**src/rtl/adc_evt_pkg.sv**
```systemverilog
package adc_evt_pkg;

  localparam int unsigned DataW = 10;
  localparam int unsigned RegW  = 16;
  localparam int unsigned AddrW = 2;

  localparam logic [AddrW-1:0] StatusAddr = 2'd0;
  localparam logic [AddrW-1:0] ResultAddr = 2'd1;

  localparam int unsigned FlagBit = 0;
  localparam int unsigned EnBit   = 1;
  localparam int unsigned DselBit = 2;

  // Strobes from the control unit to the datapath
  typedef struct packed {
    logic loadResult;
    logic selStatus;
    logic selResult;
  } dpStrobe_t;

  // Control/status state exported to the read mux
  typedef struct packed {
    logic dmaSel;
    logic evtEn;
    logic doneFlag;
  } statusBits_t;

endpackage

```
**src/rtl/adc_evt_ctrl.sv**
```systemverilog
module adc_evt_ctrl
  import adc_evt_pkg::*;
#(
  parameter int unsigned AW = AddrW,
  parameter int unsigned RW = RegW
) (
  input  logic          clk,
  input  logic          rst,
  input  logic          eocPulse,
  input  logic          wrEn,
  input  logic          rdEn,
  input  logic [AW-1:0] addr,
  input  logic [RW-1:0] wrData,
  input  logic          dmaAck,
  output dpStrobe_t     strobe,
  output statusBits_t   status,
  output logic          irqOut,
  output logic          dmaReq
);

  logic doneFlag;
  logic evtEn;
  logic dmaSel;
  logic clearArmed;

  logic hitStatus;
  logic wrStatus;
  logic rdStatus;
  logic hwClear;
  logic swClear;
  logic flagNext;
  logic reqSet;

  assign hitStatus = (addr == StatusAddr[AW-1:0]);
  assign wrStatus  = wrEn && hitStatus;
  assign rdStatus  = rdEn && hitStatus;

  assign hwClear = dmaAck && dmaReq;
  assign swClear = wrStatus && !wrData[FlagBit] && clearArmed;
  assign reqSet  = eocPulse && evtEn && dmaSel;

  // A new conversion end always wins over any clear source
  always_comb begin
    if (eocPulse) begin
      flagNext = 1'b1;
    end else if (hwClear || swClear) begin
      flagNext = 1'b0;
    end else begin
      flagNext = doneFlag;
    end
  end

  always_ff @(posedge clk) begin
    if (rst) begin
      doneFlag <= 1'b0;
    end else begin
      doneFlag <= flagNext;
    end
  end

  // Read of the flag as 1 arms the software clear; any status write or a
  // flag that drops disarms it.
  always_ff @(posedge clk) begin
    if (rst) begin
      clearArmed <= 1'b0;
    end else if (!flagNext || wrStatus) begin
      clearArmed <= 1'b0;
    end else if (rdStatus && doneFlag) begin
      clearArmed <= 1'b1;
    end
  end

  always_ff @(posedge clk) begin
    if (rst) begin
      evtEn  <= 1'b0;
      dmaSel <= 1'b0;
    end else if (wrStatus) begin
      evtEn  <= wrData[EnBit];
      dmaSel <= wrData[DselBit];
    end
  end

  always_ff @(posedge clk) begin
    if (rst) begin
      dmaReq <= 1'b0;
    end else if (reqSet) begin
      dmaReq <= 1'b1;
    end else if (dmaAck) begin
      dmaReq <= 1'b0;
    end
  end

  assign irqOut = doneFlag && evtEn && !dmaSel;

  assign strobe.loadResult = eocPulse;
  assign strobe.selStatus  = hitStatus;
  assign strobe.selResult  = (addr == ResultAddr[AW-1:0]);

  assign status.doneFlag = doneFlag;
  assign status.evtEn    = evtEn;
  assign status.dmaSel   = dmaSel;

  AST_EOC_SETS_FLAG: assert property (@(posedge clk) disable iff (rst)
    eocPulse |=> doneFlag) else $error("flag not set after eoc");

  AST_FLAG_RISE_SRC: assert property (@(posedge clk) disable iff (rst)
    $rose(doneFlag) |-> $past(eocPulse)) else $error("flag rose without eoc");

  AST_REQ_HOLD: assert property (@(posedge clk) disable iff (rst)
    (dmaReq && !dmaAck) |=> dmaReq) else $error("request dropped early");

  AST_REQ_RAISE: assert property (@(posedge clk) disable iff (rst)
    (eocPulse && evtEn && dmaSel) |=> dmaReq) else $error("request missing");

  AST_ACK_CLEARS: assert property (@(posedge clk) disable iff (rst)
    (dmaAck && dmaReq && !eocPulse) |=> (!doneFlag && !dmaReq)) else $error("ack did not clear");

  AST_NO_REQ_CPU: assert property (@(posedge clk) disable iff (rst)
    (!dmaReq && !(evtEn && dmaSel)) |=> !dmaReq) else $error("request under cpu steering");

endmodule

```
**src/rtl/adc_evt_dp.sv**
```systemverilog
module adc_evt_dp
  import adc_evt_pkg::*;
#(
  parameter int unsigned DW = DataW,
  parameter int unsigned RW = RegW
) (
  input  logic          clk,
  input  logic          rst,
  input  dpStrobe_t     strobe,
  input  statusBits_t   status,
  input  logic [DW-1:0] convResult,
  output logic [RW-1:0] rdData
);

  localparam int unsigned PadW = RW - DW;

  logic [DW-1:0] resultReg;
  logic [RW-1:0] statusWord;
  logic [RW-1:0] resultWord;

  always_ff @(posedge clk) begin
    if (rst) begin
      resultReg <= '0;
    end else if (strobe.loadResult) begin
      resultReg <= convResult;
    end
  end

  always_comb begin
    statusWord          = '0;
    statusWord[FlagBit] = status.doneFlag;
    statusWord[EnBit]   = status.evtEn;
    statusWord[DselBit] = status.dmaSel;
  end

  generate
    if (PadW > 0) begin : g_pad
      assign resultWord = {{PadW{1'b0}}, resultReg};
    end else begin : g_nopad
      assign resultWord = resultReg[RW-1:0];
    end
  endgenerate

  always_comb begin
    if (strobe.selStatus) begin
      rdData = statusWord;
    end else if (strobe.selResult) begin
      rdData = resultWord;
    end else begin
      rdData = '0;
    end
  end

  AST_RESULT_LATCH: assert property (@(posedge clk) disable iff (rst)
    strobe.loadResult |=> (resultReg == $past(convResult))) else $error("result not latched");

  AST_RESULT_HOLD: assert property (@(posedge clk) disable iff (rst)
    !strobe.loadResult |=> $stable(resultReg)) else $error("result changed without eoc");

endmodule

```
**src/rtl/adc_evt_steer.sv**
```systemverilog
module adc_evt_steer
  import adc_evt_pkg::*;
(
  input  logic             clk,
  input  logic             rst,
  input  logic             eocPulse,
  input  logic [DataW-1:0] convResult,
  input  logic             wrEn,
  input  logic             rdEn,
  input  logic [AddrW-1:0] addr,
  input  logic [RegW-1:0]  wrData,
  output logic [RegW-1:0]  rdData,
  output logic             irqOut,
  output logic             dmaReq,
  input  logic             dmaAck
);

  dpStrobe_t   strobe;
  statusBits_t status;

  adc_evt_ctrl #(.AW(AddrW), .RW(RegW)) i_ctrl (
    .clk      (clk),
    .rst      (rst),
    .eocPulse (eocPulse),
    .wrEn     (wrEn),
    .rdEn     (rdEn),
    .addr     (addr),
    .wrData   (wrData),
    .dmaAck   (dmaAck),
    .strobe   (strobe),
    .status   (status),
    .irqOut   (irqOut),
    .dmaReq   (dmaReq)
  );

  adc_evt_dp #(.DW(DataW), .RW(RegW)) i_dp (
    .clk        (clk),
    .rst        (rst),
    .strobe     (strobe),
    .status     (status),
    .convResult (convResult),
    .rdData     (rdData)
  );

endmodule

```
**config.mk**
```make
export PLATFORM = sky130hd
export DESIGN_NAME = adc_evt_steer
export DESIGN_NICKNAME = d
export VERILOG_FILES = /design/src/rtl/adc_evt_pkg.sv /design/src/rtl/adc_evt_ctrl.sv /design/src/rtl/adc_evt_dp.sv /design/src/rtl/adc_evt_steer.sv
export SDC_FILE = /design/constraint.sdc
export NUM_CORES = 1
export LEC_CHECK = 0
export BUFFER_PORTS_ARGS = -buffer_cell sky130_fd_sc_hd__buf_4
export CORE_MARGIN = 2
export CORE_UTILIZATION = 44
export CTS_BUF_LIST = sky130_fd_sc_hd__clkbuf_8
export CTS_CLUSTER_DIAMETER = 120
export CTS_CLUSTER_SIZE = 30
export DETAILED_ROUTE_END_ITERATION = 6
export HOLD_SLACK_MARGIN = 0.03
export PLACE_DENSITY = 0.86
export SLEW_MARGIN = 20
export SYNTH_ARGS = -nofsm -noshare
export SYNTH_HDL_FRONTEND = slang
export SYNTH_SLANG_ARGS = --single-unit
```
**constraint.sdc**
```tcl
create_clock -name clk -period 2 [get_ports clk]
set_input_delay 0.1 -clock clk [delete_from_list [all_inputs] [get_ports clk]]
set_output_delay 0.1 -clock clk [all_outputs]
set_load 0.005 [all_outputs]
```
Word level (Yosys, flattened, before mapping)
Cells that the tools add are included.
{"block": "word_totals", "ff_bits": 15, "inputBits": 34, "word_cells": 31}
{"block": "classes", "n_eq_ne": 1, "mux": 6, "n_reduce_logical": 18}
{"op": "16-bit two-way mux", "n": 1}
{"op": "1-bit logical AND", "n": 10}
{"op": "10-bit two-way mux", "n": 1}
{"op": "1-bit two-way mux", "n": 4}
{"op": "1-bit zero test", "n": 3}
{"op": "2-bit by 1-bit == test with 1-bit output, second input constant", "n": 1}
{"op": "2-bit zero test", "n": 1}
{"op": "1-bit logical OR", "n": 2}
{"op": "2-bit nonzero test", "n": 1}
{"op": "2-bit OR reduction", "n": 1}

Logic depth before layout (Yosys ltp)
Gate-level depths: netlist of the first run.
{"block": "depth", "word_depth": 10, "ltp_mapped": 4, "mapped_depth_nobuf": 3}

By module
A second synthesis of the first run with hierarchy kept.
{"block": "hier_totals", "hier_cells": 84, "area_unflattened_um2": 750.7}
{"module": "adc_evt_dp", "instances": 1, "cells_each": 56, "area_per_inst_um2": 496.7}
{"module": "adc_evt_ctrl", "instances": 1, "cells_each": 28, "area_per_inst_um2": 254.0}

Least setup slack after synthesis of the first run
No wires, ideal clock.
{"block": "synth_timing", "path_type": "input to register", "startpoint": "input port addr[0]", "endpoint": "register i_ctrl.evtEn", "setup_time_ns": 0.128, "arrival_ns": 0.694, "path_slack_ns": 1.179, "stages": 4, "cell_sequence": "buf_6 nor3b_4 mux2i_1 nor2_1"}
{"block": "synth_between", "elab_chain_cells": 2}
{"item": "from (decl)", "line": "adc_evt_steer.sv:10", "rtl": "input logic [AddrW-1:0] addr,"}
{"item": "2-bit zero test", "line": "adc_evt_ctrl.sv:34", "rtl": "assign hitStatus = (addr == StatusAddr[AW-1:0]);"}
{"item": "1-bit logical AND", "line": "adc_evt_ctrl.sv:35", "rtl": "assign wrStatus = wrEn && hitStatus;"}
{"item": "to (signal assigned)", "line": "adc_evt_ctrl.sv:78", "rtl": "evtEn <= wrData[EnBit];"}
{"item": "to (decl)", "line": "adc_evt_ctrl.sv:22", "rtl": "logic evtEn;"}
No other way between the ends.
A chain may end at the register's enable or synchronous reset.

Worst setup path after layout of the first run
{"block": "layout_timing", "startpoint": "register i_ctrl.dmaSel", "endpoint": "output port rdData[2]"}
{"block": "layout_between", "elab_chain_cells": 1}
{"item": "from (decl)", "line": "adc_evt_ctrl.sv:23", "rtl": "logic dmaSel;"}
{"item": "from (signal assigned)", "line": "adc_evt_ctrl.sv:79", "rtl": "dmaSel <= wrData[DselBit];"}
{"item": "16-bit two-way mux", "line": "adc_evt_dp.sv:45", "rtl": "if (strobe.selStatus) begin"}
{"item": "to (decl)", "line": "adc_evt_steer.sv:12", "rtl": "output logic [RegW-1:0] rdData,"}
No other way between the ends.

==> results of run 1 <==
final timing paths:
| path | start | endpoint | slack, ps | depth (start not counted) |
|---|---|---|---|---|
| setup / recovery | i_ctrl.dmaSel$_SDFFE_PP0N_ | rdData[2] | 1000 | 3 |
| hold / removal | convResult[2] | i_dp.resultReg[2]$_SDFFE_PP0P_ | 100 | 3 |
| hold reg to reg | i_ctrl.clearArmed$_SDFFE_PP0P_ | i_ctrl.doneFlag$_SDFF_PP0_ | 460 | 1 |
| setup reg to reg | i_ctrl.doneFlag$_SDFF_PP0_ | i_ctrl.clearArmed$_SDFFE_PP0P_ | 1120 | 3 |
stage by stage:
stage | area [um2] | instances | setup slack [ps] | power, uW
6_report | 970.9 | 124 | 1003 | 651.6
5_1_grt | 970.9 | 124 | 917.1 | 693.4
4_1_cts | 970.9 | 124 | 994.1 | 660.5
3_5_place_dp | 924.6 | 120 | 1074 | 423.7
3_3_place_gp | 924.6 | 120 | 1090 | 420.9
2_1_floorplan | 737.0 | 82 | 1179 | 386.1
power breakdown:
group / total [uW] / switching (uW) / internal (uW)
Clock: 235 / 97.3 / 137
Sequential: 322 / 7.97 / 314
Combinational: 94.9 / 39.8 / 55.0
Total: 652 / 145 / 507
logic make-up after synthesis:
logic type | share of synthesized area
AO/OA/AOI/OAI | 0.04529
buffers and inverters | 0.1010
flip-flops | 0.4181
multiplexers | 0.2091
other | 0.005221
AND/OR/NAND/NOR | 0.2212
area by class of cell:
cell class / count / area [um2] / area share
clock inverter: 1 / 5.005 / 0.005155
tap: 16 / 20.02 / 0.02062
clock buffer: 3 / 41.29 / 0.04253
multi-input combinational: 57 / 364.1 / 0.3750
timing repair buffer: 32 / 240.2 / 0.2474
sequential: 15 / 300.3 / 0.3093
cells in the mapped netlist, drive strengths merged:
| cell | count | share of area |
|---|---|---|
| nand2 | 1 | 0.0052 |
| clkbuf | 2 | 0.012 |
| a21boi | 1 | 0.010 |
| a31oi | 2 | 0.017 |
| nor3 | 1 | 0.0070 |
| nor2 | 18 | 0.094 |
| and2b | 1 | 0.012 |
| nor3b | 1 | 0.026 |
| a21oi | 1 | 0.0070 |
| mux2i | 15 | 0.21 |
| o21bai | 1 | 0.010 |
| dfxtp | 15 | 0.42 |
| buf | 8 | 0.089 |
| nand2b | 1 | 0.0087 |
| and2 | 7 | 0.061 |
| conb | 1 | 0.0052 |
| nand3 | 1 | 0.0070 |
registers in the layout, indices dropped and copies added (netlist names):
name	count
i_ctrl.doneFlag	1
i_dp.resultReg	10
i_ctrl.dmaReq	1
i_ctrl.evtEn	1
i_ctrl.clearArmed	1
i_ctrl.dmaSel	1
tightest hold or removal path, stage by stage:
cell	delay (ps)
buf_4	80
mux2i_1	50
nor2_1	70
per-layer routing:
metal  vias to the layer above  track usage  wire (um)
met5                         -            0          0
met4                         0      0.07273          4
met3                         2      0.02857        136
met2                        30       0.2647        672
met1                       260       0.2040        635
li1                        303            -          -
==> qor.yml, run 1 <==
pwr_density_cell_nw_per_um2: 671.1
cts.path.max_buffers: 2
port_buffers: 32
die_h_um: 44.40
vias_per_cell: 4.798
cts-root-buf: "clkbuf_8"
outcome: "complete, no violations"
first_global_vias: 578
crit_path_end_kind: "output pin"
grt_pass1_wl_um: 2339
dieArea_um2: 1971
die_w_um: 44.40
grt.overflow.total: 0
final_cell_mix: "buf_4 (32), nor2_1 (18), mux2i_1 (15), dfxtp_1 (15), and2_1 (7)"
drtPass1Iterations: 4
fp.coreArea_um2: 1524
critPathTopFamily: "flip-flops"
antenna_found_initial: 0
synth_area_um2: 718.2
ant_nets: 0
hold_ws_ps: 96.04
power_leakage_uw: 0.0004878
fill_cells: 142
io_pins: 52
fin_util: 0.6371
rsz0062_at_grt: "no"
critPathBufInv: 1
cts_tree: "yes"
slew_violations: 0
ys_types: 19
layout-drive-gt1-share: 0.3519
ys_seq_area_frac: 0.4181
cts_max_level: 1
clkSinkCount: 15
finalHoldViolations: 0
syn_inst: 77
slowest_delay_ps: 370
area_delta_synth_final_pct: 35.19
setup_viol: 0
clk_pin_slew_ps: 60
nets: 143
wl_per_cell_um: 11.69
cts_buffers: 3
totalWireLength_um: 1449
path_cells: "mux2i_1, nor2_1, buf_4"
drc_errors: 0
layout.cells.most_common: "buf_4"
min_period_over_period: 0.4986
cp-start-kind: "flop"
ir_worst_vdd_mv: 0.4989
ctsResizeCount: 0
worstSetupPathType: "flop to output pin"
max_freq_ghz: 1.003
vias: 595
synth-seq-cells: 15
grt_max_degree: 15
initial_utilization: 0.4713
clk_latency_ps: 240
rows: 14
place_congestion: 0.7996
cts_setup_buffers: 0
grt_util_all_layers: 0.1607
fin_skew_ps: 0.2435
hpwl_um: 1109
slowest_stage: "dfxtp_1"
critPathMaxFanout: 4
finalCriticalPeriod_ps: 997.2
worstHoldPathType: "primary input to flop"
tns_ps: 0
ctsHoldBuffers: 0
worstPathArrival_ps: 900
cap_violations: 0
n_antenna_cell: 0
synth_area_per_cell_um2: 9.327
required_ps: 1900
yosysWarnings: 0
drt_iter0_drc: 11
Note: power is estimated with default switching activity, not from simulation.
==> run 2: changes to the inputs <==
--- a/config.mk
+++ b/config.mk
@@ -5,15 +5,16 @@
 export SDC_FILE = /design/constraint.sdc
 export NUM_CORES = 1
 export LEC_CHECK = 0
+export ABC_AREA = 1
 export BUFFER_PORTS_ARGS = -buffer_cell sky130_fd_sc_hd__buf_4
 export CORE_MARGIN = 2
-export CORE_UTILIZATION = 44
+export CORE_UTILIZATION = 41
 export CTS_BUF_LIST = sky130_fd_sc_hd__clkbuf_8
 export CTS_CLUSTER_DIAMETER = 120
 export CTS_CLUSTER_SIZE = 30
 export DETAILED_ROUTE_END_ITERATION = 6
 export HOLD_SLACK_MARGIN = 0.03
-export PLACE_DENSITY = 0.86
+export PLACE_DENSITY = 0.81
 export SLEW_MARGIN = 20
 export SYNTH_ARGS = -nofsm -noshare
 export SYNTH_HDL_FRONTEND = slang
==> constraint.sdc (replaced) <==
create_clock -name clk -period 1 [get_ports clk]
set_input_delay 0.05 -clock clk [delete_from_list [all_inputs] [get_ports clk]]
set_output_delay 0.05 -clock clk [all_outputs]
set_load 0.005 [all_outputs]
==> run 2 against run 1 <==
Compared with the run above: clock power increased by 100%; clock skew increased by 2.1 ps; critical path type unchanged; sequential share of layout area decreased by 0.77 points; first-iteration DRC count decreased by 55%.
==> qor.yml, run 2 <==
final_cell_mix: "buf_4 (32), inv_1 (15), nor2_1 (14), dfxtp_1 (14), a21oi_1 (11)"
ys_types: 17  # -2
grt_util_all_layers: 0.1694  # +0.008650
vias_per_cell: 4.833  # +0.73%
port_buffers: 32  # unchanged
synthFlopType: "dfxtp_1"
grt.overflow.total: 0  # unchanged
cts-root-buf: "clkbuf_8"
cts_buffers: 3  # unchanged
layout.cells.most_common: "buf_4"
area_delta_synth_final_pct: 41.67
r2r_end: "i_ctrl.doneFlag$_SDFF_PP0_"
power_leakage_uw: 0.0004914  # +0.74%
rows: 14  # unchanged
fp.coreArea_um2: 1559  # +2.3%
critPathTopFamily: "flip-flops"
critPathBufInv: 2  # +1
max_freq_ghz: 1.029
worstPathArrival_ps: 920  # +20 ps
cts_tree: "yes"
drt_iter0_drc: 5  # -6
r2r_start: "i_ctrl.clearArmed$_SDFFE_PP0P_"
cap_violations: 0  # unchanged
clkSinkCount: 15  # unchanged
design_area_um2: 999.7  # +3.0%
ys_top_cells_by_count: "dfxtp_1 (15), inv_1 (15), nor2_1 (14)"
wl_per_cell_um: 10.45  # -11%
n_antenna_cell: 0  # unchanged
top_register: "i_dp.resultReg"
min_period_over_period: 0.9716
totalWireLength_um: 1568  # +8.2%
largest_reg_flops: 10  # unchanged
io_pins: 52  # unchanged
slew_violations: 0  # unchanged
pwr_density_cell_nw_per_um2: 1329  # +98%
die_h_um: 45.49  # +2.4%
finalCriticalPeriod_ps: 971.6
outcome: "complete, no violations"
place_congestion: 0.8005  # +0.11%
synth-seq-cells: 15  # unchanged
die_w_um: 45.49  # +2.4%
drtPass1Iterations: 4  # unchanged
layout-drive-gt1-share: 0.3358  # -0.01603
dp_cells: 144  # +20%
dieArea_um2: 2069  # +4.9%
worstHoldEndpoint: "i_dp.resultReg[2]$_SDFFE_PP0P_"
slowest_stage: "dfxtp_2"
nets: 169  # +18%
holdPathStages: 3  # unchanged
synth_top_area_share: 0.4255  # +0.007413
clk_pin_slew_ps: 60  # about the same
required_ps: 950  # -950 ps
place_area_um2: 924.6  # unchanged
vias: 725  # +22%
cts_max_level: 1  # unchanged
setup_viol: 0  # unchanged
holdCritStartpoint: "convResult[2]"
finalHoldViolations: 0  # unchanged
cp-start-kind: "flop"
grt_pass1_wl_um: 2539  # +8.6%
async_flop_share: 0  # unchanged
antenna_found_initial: 0  # unchanged
grt_max_degree: 19  # +4
syn_inst: 99  # +29%
yosysWarnings: 0  # unchanged
critPathMaxFanout: 3  # -1
synth-edff-count: 0  # unchanged
synth_area_per_cell_um2: 7.128  # -24%
initial_utilization: 0.4526  # -0.01862
slowest_delay_ps: 340  # -30 ps
synth_top_cell_by_area: "dfxtp_1"
path_cells: "inv_2, nor3_2, buf_4"
ff2ff_setup_slack_ps: 140  # -980 ps
synthTopCellsByArea: "dfxtp_1 (43%), o21ai_0 (8.5%), inv_1 (8.0%), a21oi_1 (7.8%), buf_4 (7.4%)"
drc_errors: 0  # unchanged
fin_util: 0.6413  # +0.004142
cts.path.max_buffers: 2  # unchanged
cts_setup_buffers: 0  # unchanged
clk_latency_ps: 240  # about the same
ir_worst_vdd_mv: 0.6848  # +37%
worstSetupPathType: "flop to output pin"
power_uw: 1328  # +100%
hpwl_um: 1150  # +3.6%
ys_seq_area_frac: 0.4255  # +0.007413
worstHoldPathType: "primary input to flop"
ant_nets: 0  # unchanged
rsz0062_at_grt: "yes"
fin_cells: 150  # +21%
crit_path_end_kind: "output pin"
fin_skew_ps: 2.296  # +2.053 ps
first_global_vias: 640  # +11%
rr_worst_depth: 7  # +4
synth_area_um2: 705.7  # -1.7%
-- run 2: cell type report --
cell class                 instances  area (um2)
fill                             151       559.3
sequential                        15       301.5
timing repair buffer              34       260.3
tap                               16       20.02
inverter                          16       60.06
clock buffer                       3       41.29
multi-input combinational         65       312.8
clock inverter                     1       3.754
-- run 2: where the power goes --
| part | total [uW] | switching, uW | internal [uW] |
|---|---|---|---|
| logic | 210 | 105 | 106 |
| clock network | 470 | 199 | 271 |
| registers | 648 | 14.4 | 634 |
| total | 1330 | 318 | 1010 |
-- run 2: how the worst max path moves through the flow --
| stage | start | end | cells after the start |
|---|---|---|---|
| after CTS | i_ctrl.evtEn$_SDFFE_PP0N_ | rdData[1] | 3 |
| after detailed placement | i_ctrl.clearArmed$_SDFFE_PP0P_ | i_ctrl.doneFlag$_SDFF_PP0_ | 7 |
| after global routing | i_ctrl.doneFlag$_SDFF_PP0_ | irqOut | 3 |
| after global placement | i_ctrl.clearArmed$_SDFFE_PP0P_ | i_ctrl.doneFlag$_SDFF_PP0_ | 7 |
| after floorplan | i_ctrl.clearArmed$_SDFFE_PP0P_ | i_ctrl.doneFlag$_SDFF_PP0_ | 7 |
| final | i_ctrl.doneFlag$_SDFF_PP0_ | irqOut | 3 |
-- run 2: cells by family after synthesis --
kind of cell / synth area share
AO/OA/AOI/OAI: 0.1702
buffers and inverters: 0.1702
flip-flops: 0.4255
other: 0.005314
AND/OR/NAND/NOR: 0.2287
-- run 2: timing repair --
action	4_1_cts	5_1_grt
gates cloned	0	0
endpoints found under the hold margin	3	0
resized for setup	2	4
setup endpoints to repair	2	3
pin swaps	0	1
hold buffers	2	0
-- run 2: tightest hold or removal path: stages --
cell	delay, ps
buf_4	80
nor2_1	30
nor2_1	80
-- run 2: stage by stage --
stage / hold slack [ps] / setup WS (ps) / TNS, ps
CTS: 30.76 / 10.50 / 0
detailed placement: 229.0 / 143.5 / 0
global placement: 224.6 / 176.6 / 0
floorplan: 119.1 / 217.2 / 0
global route: 32.48 / -3.472 / -3.472
finish: 30.79 / 28.42 / 0
-- run 2: routing by layer --
metal / GRT usage / share of wire / vias up
li1: - / - / 369
met1: 0.1854 / 0.42 / 318
met2: 0.3042 / 0.48 / 34
met3: 0.04365 / 0.084 / 4
met4: 0.07059 / 0.0096 / 0
met5: 0 / 0 / -
